==> src/rtl/fwg_pkg.sv <==
package fwg_pkg;
  localparam int LANES = 2;
  localparam logic [7:0] KEY_FIRST  = 8'hA5;
  localparam logic [7:0] KEY_SECOND = 8'hF1;
  localparam logic [7:0] BLANK      = 8'hFF;

  // control register bit positions
  localparam int CTL_WEN  = 0;
  localparam int CTL_ERS  = 1;
  localparam int CTL_PAIR = 2;
  localparam int CTL_W    = 3;

  typedef enum logic [1:0] {
    KS_IDLE   = 2'd0,
    KS_HALF   = 2'd1,
    KS_OPEN   = 2'd2,
    KS_LOCKED = 2'd3
  } key_state_e;
endpackage

==> src/rtl/fwg_key_unlock.sv <==
module fwg_key_unlock
  import fwg_pkg::*;
(
  input  logic       clk_i,
  input  logic       rst_ni,
  input  logic       key_we_i,
  input  logic [7:0] key_i,
  input  logic       consume_i,
  input  logic       fail_i,
  output logic       open_o,
  output key_state_e state_o
);
  key_state_e st_q, st_d;

  always_comb begin
    st_d = st_q;
    if (st_q != KS_LOCKED) begin
      if (fail_i)         st_d = KS_LOCKED;
      else if (consume_i) st_d = KS_IDLE;   // spent unlock wins over a same-cycle key
      else if (key_we_i) begin
        unique case (st_q)
          KS_IDLE: st_d = (key_i == KEY_FIRST)  ? KS_HALF : KS_LOCKED;
          KS_HALF: st_d = (key_i == KEY_SECOND) ? KS_OPEN : KS_LOCKED;
          default: st_d = KS_LOCKED;           // key after unlock is out of order
        endcase
      end
    end
  end

  always_ff @(posedge clk_i or negedge rst_ni) begin
    if (!rst_ni) st_q <= KS_IDLE;
    else         st_q <= st_d;
  end

  assign open_o  = (st_q == KS_OPEN);
  assign state_o = st_q;
endmodule

==> src/rtl/fwg_pair_buf.sv <==
module fwg_pair_buf #(
  parameter int BLK_W = 15
) (
  input  logic             clk_i,
  input  logic             rst_ni,
  input  logic             store_i,
  input  logic             clr_i,
  input  logic [BLK_W-1:0] blk_i,
  input  logic [7:0]       byte_i,
  output logic             pend_o,
  output logic [BLK_W-1:0] blk_o,
  output logic [7:0]       byte_o
);
  always_ff @(posedge clk_i or negedge rst_ni) begin
    if (!rst_ni) begin
      pend_o <= 1'b0;
      blk_o  <= '0;
      byte_o <= '0;
    end else if (store_i) begin
      pend_o <= 1'b1;
      blk_o  <= blk_i;
      byte_o <= byte_i;
    end else if (clr_i) begin
      pend_o <= 1'b0;
    end
  end
endmodule

==> src/rtl/fwg_prog_timer.sv <==
module fwg_prog_timer #(
  parameter int PROG_CYCLES = 8
) (
  input  logic clk_i,
  input  logic rst_ni,
  input  logic load_i,
  output logic busy_o
);
  localparam int CNT_W = $clog2(PROG_CYCLES + 1);
  logic [CNT_W-1:0] cnt_q;

  always_ff @(posedge clk_i or negedge rst_ni) begin
    if (!rst_ni)            cnt_q <= '0;
    else if (load_i)        cnt_q <= CNT_W'(PROG_CYCLES);
    else if (cnt_q != '0)   cnt_q <= cnt_q - 1'b1;
  end

  assign busy_o = (cnt_q != '0);
endmodule

==> src/rtl/flash_write_guard.sv <==
module flash_write_guard
  import fwg_pkg::*;
#(
  parameter int ADDR_W      = 16,
  parameter int PROG_CYCLES = 8
) (
  input  logic              clk_i,
  input  logic              rst_ni,
  input  logic              reg_we_i,
  input  logic              reg_sel_i,
  input  logic [7:0]        reg_wdata_i,
  input  logic              dat_we_i,
  input  logic [ADDR_W-1:0] dat_addr_i,
  input  logic [7:0]        dat_wdata_i,
  output logic              fl_prog_o,
  output logic [ADDR_W-1:0] fl_addr_o,
  output logic [LANES*8-1:0] fl_data_o,
  output logic [LANES-1:0]  fl_be_o,
  output logic              busy_o,
  output logic              ram_we_o,
  output logic [ADDR_W-1:0] ram_addr_o,
  output logic [7:0]        ram_wdata_o
);
  localparam int BLK_W = ADDR_W - 1;

  logic [CTL_W-1:0] ctl_q;
  logic             key_open, pend, accept, is_odd;
  logic             single_go, even_store, odd_ok, odd_bad, prog_go, consume;
  logic             to_flash, to_ram;
  logic [BLK_W-1:0] pend_blk;
  logic [7:0]       pend_byte;
  key_state_e       key_state;
  logic [LANES-1:0][7:0] lane_byte;
  logic [LANES-1:0]      lane_en;

  always_ff @(posedge clk_i or negedge rst_ni) begin
    if (!rst_ni)                     ctl_q <= '0;
    else if (reg_we_i && reg_sel_i)  ctl_q <= reg_wdata_i[CTL_W-1:0];
  end

  assign to_flash   = dat_we_i && ctl_q[CTL_WEN] && !ctl_q[CTL_ERS];
  assign to_ram     = dat_we_i && !ctl_q[CTL_WEN];
  assign accept     = to_flash && key_open && !busy_o;
  assign is_odd     = dat_addr_i[0];
  assign single_go  = accept && !ctl_q[CTL_PAIR];
  assign even_store = accept && ctl_q[CTL_PAIR] && !is_odd;
  assign odd_ok     = accept && ctl_q[CTL_PAIR] && is_odd && pend
                      && (pend_blk == dat_addr_i[ADDR_W-1:1]);
  assign odd_bad    = accept && ctl_q[CTL_PAIR] && is_odd && !odd_ok;
  assign prog_go    = single_go || odd_ok;
  assign consume    = single_go || even_store || odd_ok;

  fwg_key_unlock i_key (
    .clk_i     (clk_i),
    .rst_ni    (rst_ni),
    .key_we_i  (reg_we_i && !reg_sel_i),
    .key_i     (reg_wdata_i),
    .consume_i (consume),
    .fail_i    (odd_bad),
    .open_o    (key_open),
    .state_o   (key_state)
  );

  fwg_pair_buf #(.BLK_W(BLK_W)) i_pair (
    .clk_i   (clk_i),
    .rst_ni  (rst_ni),
    .store_i (even_store),
    .clr_i   (odd_ok || !ctl_q[CTL_PAIR]),
    .blk_i   (dat_addr_i[ADDR_W-1:1]),
    .byte_i  (dat_wdata_i),
    .pend_o  (pend),
    .blk_o   (pend_blk),
    .byte_o  (pend_byte)
  );

  fwg_prog_timer #(.PROG_CYCLES(PROG_CYCLES)) i_timer (
    .clk_i  (clk_i),
    .rst_ni (rst_ni),
    .load_i (prog_go),
    .busy_o (busy_o)
  );

  // lane steering: pair mode takes held even byte on lane 0
  for (genvar g = 0; g < LANES; g++) begin : g_lane
    assign lane_byte[g] = ctl_q[CTL_PAIR]
                          ? ((g == 0) ? pend_byte : dat_wdata_i)
                          : ((dat_addr_i[0] == 1'(g)) ? dat_wdata_i : BLANK);
    assign lane_en[g]   = (lane_byte[g] != BLANK);
  end

  always_ff @(posedge clk_i or negedge rst_ni) begin
    if (!rst_ni) begin
      fl_prog_o   <= 1'b0;
      fl_addr_o   <= '0;
      fl_data_o   <= '0;
      fl_be_o     <= '0;
      ram_we_o    <= 1'b0;
      ram_addr_o  <= '0;
      ram_wdata_o <= '0;
    end else begin
      fl_prog_o <= prog_go;
      ram_we_o  <= to_ram;
      if (prog_go) begin
        fl_addr_o <= {dat_addr_i[ADDR_W-1:1], 1'b0};
        fl_data_o <= lane_byte;
        fl_be_o   <= lane_en;
      end
      if (to_ram) begin
        ram_addr_o  <= dat_addr_i;
        ram_wdata_o <= dat_wdata_i;
      end
    end
  end
endmodule

==> config.mk <==
export PLATFORM = sky130hd
export DESIGN_NAME = flash_write_guard
export DESIGN_NICKNAME = d
export VERILOG_FILES = /design/src/rtl/fwg_pkg.sv /design/src/rtl/fwg_key_unlock.sv /design/src/rtl/fwg_pair_buf.sv /design/src/rtl/fwg_prog_timer.sv /design/src/rtl/flash_write_guard.sv
export SDC_FILE = /design/constraint.sdc
export NUM_CORES = 1
export LEC_CHECK = 0
export BUFFER_PORTS_ARGS = -buffer_cell sky130_fd_sc_hd__buf_2
export CAP_MARGIN = 10
export CORE_UTILIZATION = 53
export CTS_CLUSTER_SIZE = 20
export DETAILED_ROUTE_END_ITERATION = 8
export GPL_TIMING_DRIVEN = 0
export PLACE_DENSITY = 0.76
export SYNTH_ARGS = -nofsm -noshare
export SYNTH_HDL_FRONTEND = slang
export SYNTH_HIERARCHICAL = 1
export SYNTH_SLANG_ARGS = --single-unit
==> constraint.sdc <==
create_clock -name clk_i -period 3.3 [get_ports clk_i]
set_clock_uncertainty 0.05 [all_clocks]
set_input_delay 0.495 -clock clk_i [delete_from_list [all_inputs] [get_ports clk_i]]
set_output_delay 0.495 -clock clk_i [all_outputs]
set_load 0.005 [all_outputs]
After elaboration in Yosys (flattened, before gate mapping)
Cells that the tools add are included.

$add $sub $neg: 1. $mul: 0. Divide/modulo/power cells: 0. Order comparisons: 0. Eq/ne operators: 8. Shift-type cells: 0. Mux-type cells: 14. Bitwise logic cells: 0. Reduce and logical (&&, ||, !) cells: 31.

Operator list (count): two-way mux 8 bit (4); == test 8 bit, second input constant (2); inequality test 8 bit, second input constant (2); == test 15 bit (1); logical AND 1 bit (14); two-way mux 2 bit (4); two-way mux 4 bit (2); logical NOT 1 bit (7); logical OR 1 bit (4); one-hot mux 2 bit (2 select lines) (1); nonzero test 2 bit (2); nonzero test 4 bit (1); subtractor 4 x 1 -> 4 bit, second input constant (1); two-way mux 1 bit (3); nonzero test 3 bit (1); == test 2 x 1 -> 1 bit, second input constant (1); == test 2 bit, second input constant (1); logical NOT 2 bit (1); inequality test 2 bit, second input constant (1); AND reduction 2 bit (1).

Flip-flop bits (word level): 92. Latch bits: 0. Bits in writable memories: 0. ROM bits: 0. Input port bits: 37. Output and inout port bits: 61. Logic and storage cells: 67. Memories: 0.

Longest topological paths before layout
Gate-level depths: netlist of the first run.

Depth after elaboration: 12. Gate-level depth with buffers: 9. Gate-level depth less buffers: 8.

Cells and area by module
The synthesis of the first run kept the hierarchy.

Modules (own cells, without submodules): flash_write_guard (instances 1, cells an instance 215, area each 2753.9 um^2, seq. area each 1551.5 um^2); fwg_pair_buf (instances 1, cells an instance 52, area each 993.5 um^2, seq. area each 600.6 um^2); fwg_prog_timer (instances 1, cells an instance 20, area each 217.7 um^2, seq. area each 100.1 um^2); fwg_key_unlock (instances 1, cells an instance 15, area each 132.6 um^2, seq. area each 50.0 um^2).

Least setup slack after synthesis of the first run
Ideal clock, no wire load.

Kind: register to register. From: register i_timer.cnt_q[0]. To: register fl_data_o[7]. Setup time: 0.128 ns. Arrival time: 2.386 ns. Data required time: 3.122 ns. Slack: 0.736 ns. Stages on the path, launching flop included: 9. Path buffers: 1. Clock period less this slack: 2.564 ns. Cells stage by stage: dfrtp_1 -> inv_1 -> ha_1 -> or3b_4 -> nor4bb_1 -> nand4_1 -> o22ai_4 -> buf_8 -> mux2_1.

Word-level cells in the longest chain between the ends: 8. Elaborated cells on any way between the ends: 9. Those cells by class: reduce/logical: 9.

RTL lines: from (decl) (line fwg_prog_timer.sv:10) `logic [CNT_W-1:0] cnt_q;`; from (signal assigned) (line fwg_prog_timer.sv:14) `else if (load_i) cnt_q <= CNT_W'(PROG_CYCLES);`; from (signal assigned) (line fwg_prog_timer.sv:15) `else if (cnt_q != '0) cnt_q <= cnt_q - 1'b1;`; nonzero test 4 bit * (line fwg_prog_timer.sv:18) `assign busy_o = (cnt_q != '0);`; net busy_o (line flash_write_guard.sv:19) `output logic busy_o,`; logical NOT 1 bit * (line flash_write_guard.sv:43) `assign accept = to_flash && key_open && !busy_o;`; logical AND 1 bit * (line flash_write_guard.sv:43); logical AND 1 bit (3 in a row) (line flash_write_guard.sv:47) `assign odd_ok = accept && ctl_q[CTL_PAIR] && is_odd && pend`; logical AND 1 bit (line flash_write_guard.sv:48) `&& (pend_blk == dat_addr_i[ADDR_W-1:1]);`; logical OR 1 bit * (line flash_write_guard.sv:50) `assign prog_go = single_go || odd_ok;`; net prog_go (line flash_write_guard.sv:28) `logic single_go, even_store, odd_ok, odd_bad, prog_go, consume;`; to (signal assigned) (line flash_write_guard.sv:105) `fl_data_o <= lane_byte;`; to (decl) (line flash_write_guard.sv:17) `output logic [LANES*8-1:0] fl_data_o,`.

The timed path passes the listed nets; every way through them passes the cells marked *. A chain may end at the register's enable or synchronous reset.

Worst setup path after layout of the first run
From: register i_timer.cnt_q[0]. To: register fl_addr_o[14].

Word-level cells in the longest chain between the ends: 8. Elaborated cells on any way between the ends: 9. Those cells by class: reduce/logical: 9.

RTL lines: nonzero test 4 bit * (line fwg_prog_timer.sv:18); logical NOT 1 bit * (line flash_write_guard.sv:43); logical AND 1 bit * (line flash_write_guard.sv:43); logical AND 1 bit (3 in a row) (line flash_write_guard.sv:47); logical AND 1 bit (line flash_write_guard.sv:48); logical OR 1 bit * (line flash_write_guard.sv:50); to (signal assigned) (line flash_write_guard.sv:104) `fl_addr_o <= {dat_addr_i[ADDR_W-1:1], 1'b0};`; to (decl) (line flash_write_guard.sv:16) `output logic [ADDR_W-1:0] fl_addr_o,`.

Every way passes the cells marked *; elsewhere a longest branch is shown, timed or not.

==> results.py, run 1 <==
metrics = {
    "die": {
        "dieArea_um2": 8090,
        "die_w_um": 89.9,
        "die_h_um": 89.9,
        "core_um2": 7370,
        "ios": 98,
        "floorplan.initialDensity": 0.556,
        "num_rows": 31,
    },
    "synthesis": {
        "yosys.cell_types.count": 39,
        "ys_ff_latch": 92,
        "async_reset_ff_frac": 1.00,
        "synth_area_um2": 4100,
        "synth-seq-area-share": 0.562,
        "yosysWarnings": 6,
        "synth_edf_count": 0,
        "postSynthAreaPerCell_um2": 13.6,
        "synth_flop_cell": "dfrtp_1",
        "syn_nets": 340,
        "synth_cells": 302,
    },
    "layout": {
        "multiInputGateArea_um2": 1620,
        "final_common_cell": "buf_2",
        "postLayoutCoreUtil": 0.679,
        "mostFrequentLayoutCells": "buf_2, dfrtp_1, mux2_2",
        "regArea_um2": 2300,
        "final_nets": 449,
        "n_antenna_cell": 0,
        "num-fill-cells": 585,
        "final_area_um2": 5000,
        "layout-drive-gt1-share": 0.474,
        "area_growth_pct": 22.1,
    },
    "critical_path": {
        "cp_slowest_cell": "nor4bb_1",
        "critPathMaxStageDelay_ps": 490,
        "crit_fanout": 10,
        "cp_num_cells": 8,
        "critical_path_buf_inv_count": 2,
        "end_kind": "flip-flop",
        "required_ps": 3490,
        "path_cells": "inv_1 -> ha_1 -> or3b_4 -> nor4bb_1 -> nand4_1 -> o22ai_4 -> buf_6 -> mux2_2",
        "r2r_cells": 8,
        "critPathKind": "reg2reg",
        "cpLargestDelayFamily": "simple AND/OR/NAND/NOR gates",
        "crit_arrival_ps": 3220,
        "worstSetupStartpointType": "flip-flop",
    },
    "drt": {
        "wl_met1_um": 3830,
        "wl_met2_um": 4020,
        "highest_layer": "met4",
        "wl_per_cell_um": 16.2,
        "wl_um": 8360,
        "ant_nets": 0,
        "vias_per_cell": 5.30,
        "dr.pass1.iters": 4,
        "drtIter0Drc": 76,
        "met3_length_um": 361,
        "num_vias": 2732,
        "drc": 0,
    },
    "global_route": {
        "grt_max_degree": 69,
        "grt_pass1_wl_um": 14000,
        "track_usage": 0.220,
        "grt_pass1_vias": 2815,
        "antenna_found_initial": 0,
        "gr-total-overflow": 0,
    },
    "clocking": {
        "cts_root_buffer": "clkbuf_8",
        "clkSinkCount": 92,
        "cts_tree": "done",
        "path_clk_slew_ps": 90,
        "insertion_delay_ps": 350,
        "h-tree-depth": 3,
        "cts.path.max_buffers": 2,
        "numCtsBuffers": 9,
    },
    "power_and_ir_drop": {
        "p_leak_uw": 0.00246,
        "powerDensity_nw_per_um2": 531,
        "peakVddDrop_uv": 282,
    },
    "timing": {
        "fin_tns_setup_ps": 0,
        "worstMarginPinSlew_ps": 657,
        "setup_slack_ps": 273,
        "timing.fmax_mhz": 330,
        "max-slew-margin-rel": 0.560,
        "finalCritPeriodShare": 0.917,
        "setup_viol": 0,
        "min_period_ps": 3030,
        "hold_viol_final": 0,
        "grt_setup_unrepaired": "no",
        "finalMaxSlewViolations": 0,
    },
    "place": {
        "dpl_worst_slack_ps": 370,
        "hpwl_um": 5990,
        "place_area_um2": 4730,
        "gp_congestion": 0.759,
        "port_buffers": 96,
    },
    "hold_path": {
        "min_path_cells": 2,
        "min_path_type": "in2reg",
    },
    "job": {
        "maxCapViolCount": 0,
    },
    "run_status": {
        "status": "completed",
    },
}
## metrics by stage
stage	hold slack (ps)	power (uW)	std cells
detailed placement	379	1720	498
global route	337	2770	515
finish	335	2660	515
global placement	416	1690	497
CTS	327	2680	515
floorplan	149	1530	302
## cell type report
cell class | instances | area share
clock inverter | 7 | 0.0277
timing repair buffer | 98 | 0.104
inverter | 13 | 0.00975
buffer | 14 | 0.0245
multi-input combinational | 183 | 0.325
clock buffer | 9 | 0.0248
sequential | 92 | 0.460
tap | 99 | 0.0248
## layer usage
| metal | up-vias | GRT usage |
|---|---|---|
| met3 | 13 | 0.0389 |
| li1 | 1269 | - |
| met4 | 0 | 0.0860 |
| met1 | 1378 | 0.305 |
| met2 | 72 | 0.348 |
| met5 | - | 0 |
## registers in the layout, summed over array words and instances (netlist names), 2 cells and up
name	count
fl_be_o	2
i_pair/byte_o	8
i_key/state_o	2
fl_addr_o	15
i_timer/cnt_q	4
i_pair/blk_o	15
ctl_q	3
ram_addr_o	16
fl_data_o	16
ram_wdata_o	8
## cells in the mapped netlist (2+ instances only)
cell type,n,area share
buf_12,2,0.0098
nor2b_1,4,0.0061
mux2i_1,8,0.020
xnor2_1,15,0.032
dfrtp_1,92,0.56
nand2b_1,2,0.0031
mux2_4,20,0.073
inv_1,13,0.012
mux2_1,2,0.0055
mux2_2,54,0.15
or4b_1,2,0.0049
o31ai_1,3,0.0055
nor2_1,23,0.021
buf_6,3,0.0082
nor4_1,2,0.0031
a21oi_1,2,0.0024
nand4_1,9,0.014
nand2_1,11,0.010
o21ai_0,10,0.012
clkbuf_1,6,0.0055
## final timing paths
| kind | slack (ps) | endpoint | startpoint |
|---|---|---|---|
| worst min register to register | 440 | fl_data_o[7] | fl_data_o[7] |
| worst max register to register | 270 | fl_addr_o[14] | i_timer/cnt_q[0] |
| worst min-delay path | 330 | ctl_q[1] | reg_wdata_i[1] |
| worst max-delay path | 270 | fl_addr_o[14] | i_timer/cnt_q[0] |
| max in group asynchronous | 2010 | ram_wdata_o[6] | rst_ni |
| min in group asynchronous | 530 | fl_data_o[14] | rst_ni |
## what timing repair did
item	in CTS	in global routing
setup endpoints to repair	0	0
buffers inserted	0	0
hold endpoints to repair	15	0
hold buffers	1	0
gates resized for setup	0	0
## kinds of logic after synthesis
family                   count (synthesis)  share of synthesized area
AND/OR/NAND/NOR                         61                     0.0791
other                                    1                   0.000915
XOR/XNOR                                15                     0.0321
multiplexers                            84                      0.247
adder cells (fa/ha/maj)                  1                    0.00305
AO/OA/AOI/OAI                           21                     0.0345
buffers and inverters                   27                     0.0418
flip-flops                              92                      0.562
## report_power, final
part	switching [uW]	internal, uW
logic	188	215
clock network	390	578
registers	64.9	1220
Power figures use the tool's default switching activity.
==> run 2, diff against run 1 <==
--- a/config.mk
+++ b/config.mk
@@ -5,7 +5,7 @@
 export SDC_FILE = /design/constraint.sdc
 export NUM_CORES = 1
 export LEC_CHECK = 0
-export BUFFER_PORTS_ARGS = -buffer_cell sky130_fd_sc_hd__buf_2
+export BUFFER_PORTS_ARGS = -buffer_cell sky130_fd_sc_hd__clkbuf_2
 export CAP_MARGIN = 10
 export CORE_UTILIZATION = 53
 export CTS_CLUSTER_SIZE = 20
==> results.py, run 2 (synthesis results as in run 1) <==
metrics = {
    "run_status": {
        "status": "completed",
    },
    "clocking": {
        "clkSinkCount": 92,
        "ctsResizeCount": 0,
        "cts_root_buffer": "clkbuf_8",
        "postCtsSetupBuffers": 0,
        "cts_tree": "done",
        "insertion_delay_ps": 350,
        "cts.path.max_buffers": 2,
        "h-tree-depth": 3,
        "numCtsBuffers": 9,
        "ctsHoldBuffers": 0,
        "path_clk_slew_ps": 90,
    },
    "timing": {
        "worstMarginPinSlew_ps": 621,
        "max-slew-margin-rel": 0.584,
        "grt_setup_unrepaired": "no",
        "finalCritPeriodShare": 0.891,
        "hold_viol_final": 0,
        "setup_viol": 0,
        "finalMaxSlewViolations": 0,
        "fin_tns_setup_ps": 0,
        "min_period_ps": 2940,
        "timing.fmax_mhz": 340,
    },
    "critical_path": {
        "r2r_end": "fl_data_o[4]",
        "critPathMaxStageDelay_ps": 430,
        "cpLargestDelayFamily": "simple AND/OR/NAND/NOR gates",
        "reg2reg_from": "i_timer/cnt_q[0]",
        "r2r_cells": 8,
        "worstSetupStartpointType": "flip-flop",
        "crit_fanout": 10,
        "critical_path_buf_inv_count": 2,
        "end_kind": "flip-flop",
        "regToRegSetupSlack_ps": 360,
        "critPathKind": "reg2reg",
        "cp_slowest_cell": "dfrtp_1",
        "required_ps": 3480,
        "path_cells": "inv_1 -> ha_1 -> or3b_4 -> nor4bb_1 -> nand4_1 -> o22ai_4 -> buf_6 -> mux2_2",
        "crit_arrival_ps": 3120,
    },
    "layout": {
        "mostFrequentLayoutCells": "clkbuf_2, dfrtp_1, mux2_2",
        "layout-drive-gt1-share": 0.470,
        "multiInputGateArea_um2": 1620,
        "regArea_um2": 2300,
        "n_antenna_cell": 0,
        "top_regs": "fl_data_o (16), ram_addr_o (16)",
        "postLayoutCoreUtil": 0.670,
        "final_nets": 448,
        "num-fill-cells": 569,
        "area_growth_pct": 20.5,
        "final_common_cell": "clkbuf_2",
    },
    "die": {
        "core_um2": 7370,
        "floorplan.initialDensity": 0.556,
        "ios": 98,
        "dieArea_um2": 8090,
        "die_w_um": 89.9,
        "die_h_um": 89.9,
        "num_rows": 31,
    },
    "drt": {
        "dr.pass1.iters": 4,
        "wl_per_cell_um": 16.2,
        "drc": 0,
        "ant_nets": 0,
        "vias_per_cell": 5.28,
        "drtIter0Drc": 90,
        "num_vias": 2714,
        "wl_um": 8330,
    },
    "global_route": {
        "track_usage": 0.218,
        "grt_pass1_wl_um": 13800,
        "grt_pass1_vias": 2708,
        "antenna_found_initial": 0,
        "gr-total-overflow": 0,
        "grt_max_degree": 69,
    },
    "power_and_ir_drop": {
        "powerDensity_nw_per_um2": 498,
        "p_leak_uw": 0.00242,
        "peakVddDrop_uv": 293,
    },
    "hold_path": {
        "min_path_type": "in2async",
    },
    "place": {
        "port_buffers": 96,
        "hpwl_um": 5970,
        "gp_congestion": 0.759,
    },
    "job": {
        "maxCapViolCount": 0,
    },
}
## run 2: cell types whose count changed in the layout (fill, tap and decap cells not counted), moves of 2 or more
cell / previous run / this run
bufinv_16: 4 / 1
clkbuf_8: 9 / 11
clkbuf_2: 0 / 95
clkinv_2: 2 / 0
clkinvlp_4: 0 / 2
buf_2: 95 / 0
clkbuf_1: 6 / 8
## run 2: per-layer routing
metal | track usage | vias up | share of wire
met5 | 0 | - | 0
met4 | 0.0645 | 0 | 0.0094
met3 | 0.0474 | 7 | 0.049
met2 | 0.332 | 78 | 0.47
met1 | 0.317 | 1356 | 0.47
li1 | - | 1273 | -
## run 2: through the flow
step                      total power [uW]  setup slack [ps]  area [um2]  instances  hold slack (ps)
after global routing                  2580               135        4940        514             42.2
after floorplan                       1530               736        4100        302              149
final                                 2460               361        4940        514             31.7
after CTS                             2480               364        4940        514             32.4
after global placement                1690               423        4700        497              420
after detailed placement              1720               381        4730        498              414
## run 2: how the worst max path moves through the flow
stage	end	slack, ps	from	depth (start not counted)
floorplan	fl_data_o[7]	740	i_timer/cnt_q[0]	8
global placement	fl_data_o[6]	420	i_timer/cnt_q[0]	8
detailed placement	fl_addr_o[4]	380	i_timer/cnt_q[0]	8
CTS	fl_data_o[4]	360	i_timer/cnt_q[0]	8
global route	fl_data_o[3]	140	i_timer/cnt_q[0]	8
finish	fl_data_o[4]	360	i_timer/cnt_q[0]	8
## run 2: report_power, final
| part | switching [uW] | total [uW] | internal (uW) |
|---|---|---|---|
| sequential | 65.3 | 1290 | 1220 |
| clock | 375 | 767 | 393 |
| combinational | 188 | 401 | 213 |
| total | 628 | 2460 | 1830 |
## run 2: final cells by class
type | count | share of cell area
well taps | 99 | 0.0251
clock inverters | 3 | 0.00913
inverters | 13 | 0.00989
flip-flops and latches | 92 | 0.466
multi-input cells | 183 | 0.329
clock buffers | 13 | 0.0322
plain buffers | 14 | 0.0248
repair buffers | 97 | 0.103
==> run 3, diff against run 2 <==
--- a/config.mk
+++ b/config.mk
@@ -5,7 +5,7 @@
 export SDC_FILE = /design/constraint.sdc
 export NUM_CORES = 1
 export LEC_CHECK = 0
-export BUFFER_PORTS_ARGS = -buffer_cell sky130_fd_sc_hd__clkbuf_2
+export BUFFER_PORTS_ARGS = -buffer_cell sky130_fd_sc_hd__buf_4
 export CAP_MARGIN = 10
 export CORE_UTILIZATION = 53
 export CTS_CLUSTER_SIZE = 20
==> results.py, run 3 (synthesis results as in run 1) <==
metrics = {
    "drt": {
        "vias_per_cell": 5.16,
        "drtIter0Drc": 161,
        "dr.pass1.iters": 4,
        "drc": 0,
        "wl_um": 8110,
        "num_vias": 2653,
        "wl_per_cell_um": 15.8,
        "ant_nets": 0,
    },
    "layout": {
        "n_antenna_cell": 0,
        "top_regs": "fl_data_o (16), ram_addr_o (16)",
        "final_nets": 448,
        "fin_cells": 514,
        "mostFrequentLayoutCells": "buf_4, dfrtp_1, mux2_2",
        "final_common_cell": "buf_4",
        "area_growth_pct": 26.2,
        "layout-drive-gt1-share": 0.472,
        "num-fill-cells": 535,
    },
    "die": {
        "dieArea_um2": 8090,
        "die_h_um": 89.9,
        "floorplan.initialDensity": 0.556,
        "ios": 98,
        "die_w_um": 89.9,
        "core_um2": 7370,
        "num_rows": 31,
    },
    "job": {
        "maxCapViolCount": 0,
    },
    "timing": {
        "min_period_ps": 3000,
        "fin_tns_setup_ps": 0,
        "hold_viol_final": 0,
        "worstMarginPinSlew_ps": 651,
        "setup_viol": 0,
        "finalMaxSlewViolations": 0,
        "setup_slack_ps": 301,
        "finalCritPeriodShare": 0.909,
        "max-slew-margin-rel": 0.566,
        "grt_setup_unrepaired": "no",
        "timing.fmax_mhz": 333,
        "hold_ws_ps": 3.93,
    },
    "critical_path": {
        "critPathKind": "reg2reg",
        "required_ps": 3490,
        "r2r_cells": 8,
        "cpLargestDelayFamily": "simple AND/OR/NAND/NOR gates",
        "cp_num_cells": 8,
        "critical_path_buf_inv_count": 2,
        "critPathMaxStageDelay_ps": 440,
        "end_kind": "flip-flop",
        "path_cells": "inv_1 -> ha_1 -> or3b_4 -> nor4bb_1 -> nand4_1 -> o22ai_4 -> buf_6 -> mux2_2",
        "cp_slowest_cell": "nor4bb_1",
        "crit_arrival_ps": 3180,
        "crit_fanout": 10,
        "worstSetupStartpointType": "flip-flop",
    },
    "clocking": {
        "clkSinkCount": 92,
        "h-tree-depth": 3,
        "ctsHoldBuffers": 0,
        "cts_root_buffer": "clkbuf_8",
        "numCtsBuffers": 9,
        "ctsResizeCount": 0,
        "cts.path.max_buffers": 2,
        "path_clk_slew_ps": 80,
        "cts_tree": "done",
        "insertion_delay_ps": 350,
        "postCtsSetupBuffers": 0,
    },
    "global_route": {
        "track_usage": 0.214,
        "grt_pass1_vias": 2686,
        "antenna_found_initial": 0,
        "gr-total-overflow": 0,
        "grt_max_degree": 93,
        "grt_pass1_wl_um": 13500,
    },
    "power_and_ir_drop": {
        "powerDensity_nw_per_um2": 484,
        "peakVddDrop_uv": 348,
        "p_leak_uw": 0.00249,
        "total_power_uw": 2500,
    },
    "hold_path": {
        "min_path_type": "in2async",
    },
    "run_status": {
        "status": "completed",
    },
    "place": {
        "gp_congestion": 0.747,
        "port_buffers": 96,
        "place_inst": 497,
        "dpl_worst_slack_ps": 369,
        "hpwl_um": 5810,
    },
}
[run 3: power breakdown]
group	internal [uW]	switching [uW]	total, uW	leakage [uW]
Combinational	264	189	453	0.00123
Sequential	1220	62.9	1290	0.00116
Clock	390	375	764	0.000102
[run 3: worst register-to-register path: stages, from the launching register on]
cell      delay [ps]
dfrtp_1          420
inv_1             80
ha_1             210
or3b_4           430
nor4bb_1         440
nand4_1          290
o22ai_4          370
buf_6            230
mux2_2           360
[run 3: worst paths after layout]
kind / slack (ps) / startpoint / to
worst min register to register: 440 / fl_data_o[7] / fl_data_o[7]
worst max register to register: 300 / i_timer/cnt_q[0] / fl_data_o[4]
worst max-delay path: 300 / i_timer/cnt_q[0] / fl_data_o[4]
worst min-delay path: 4 / rst_ni / fl_data_o[12]
min in group clk_i: 340 / reg_wdata_i[1] / ctl_q[1]
max in group asynchronous: 2560 / rst_ni / i_pair/blk_o[14]
[run 3: routing by layer]
metal  global-route usage  vias up  share of wire
met2                0.330       64           0.47
met4               0.0726        0          0.014
met1                0.296     1313           0.46
met3               0.0550        8          0.049
met5                    0        -              0
li1                     -     1268              -
[run 3: layout make-up]
class | count | area, um2 | area share
tap | 99 | 124 | 0.0239
multi-input combinational | 183 | 1620 | 0.314
clock buffer | 12 | 155 | 0.0300
buffer | 14 | 123 | 0.0237
timing repair buffer | 97 | 748 | 0.145
sequential | 92 | 2300 | 0.445
clock inverter | 4 | 47.5 | 0.00919
inverter | 13 | 48.8 | 0.00943
[run 3: through the flow]
| stage | instance area [um2] | utilization |
|---|---|---|
| finish | 5170 | 0.702 |
| global route | 5170 | 0.702 |
| CTS | 5140 | 0.698 |
| detailed placement | 4940 | 0.671 |
| global placement | 4940 | 0.671 |
| floorplan | 4100 | - |
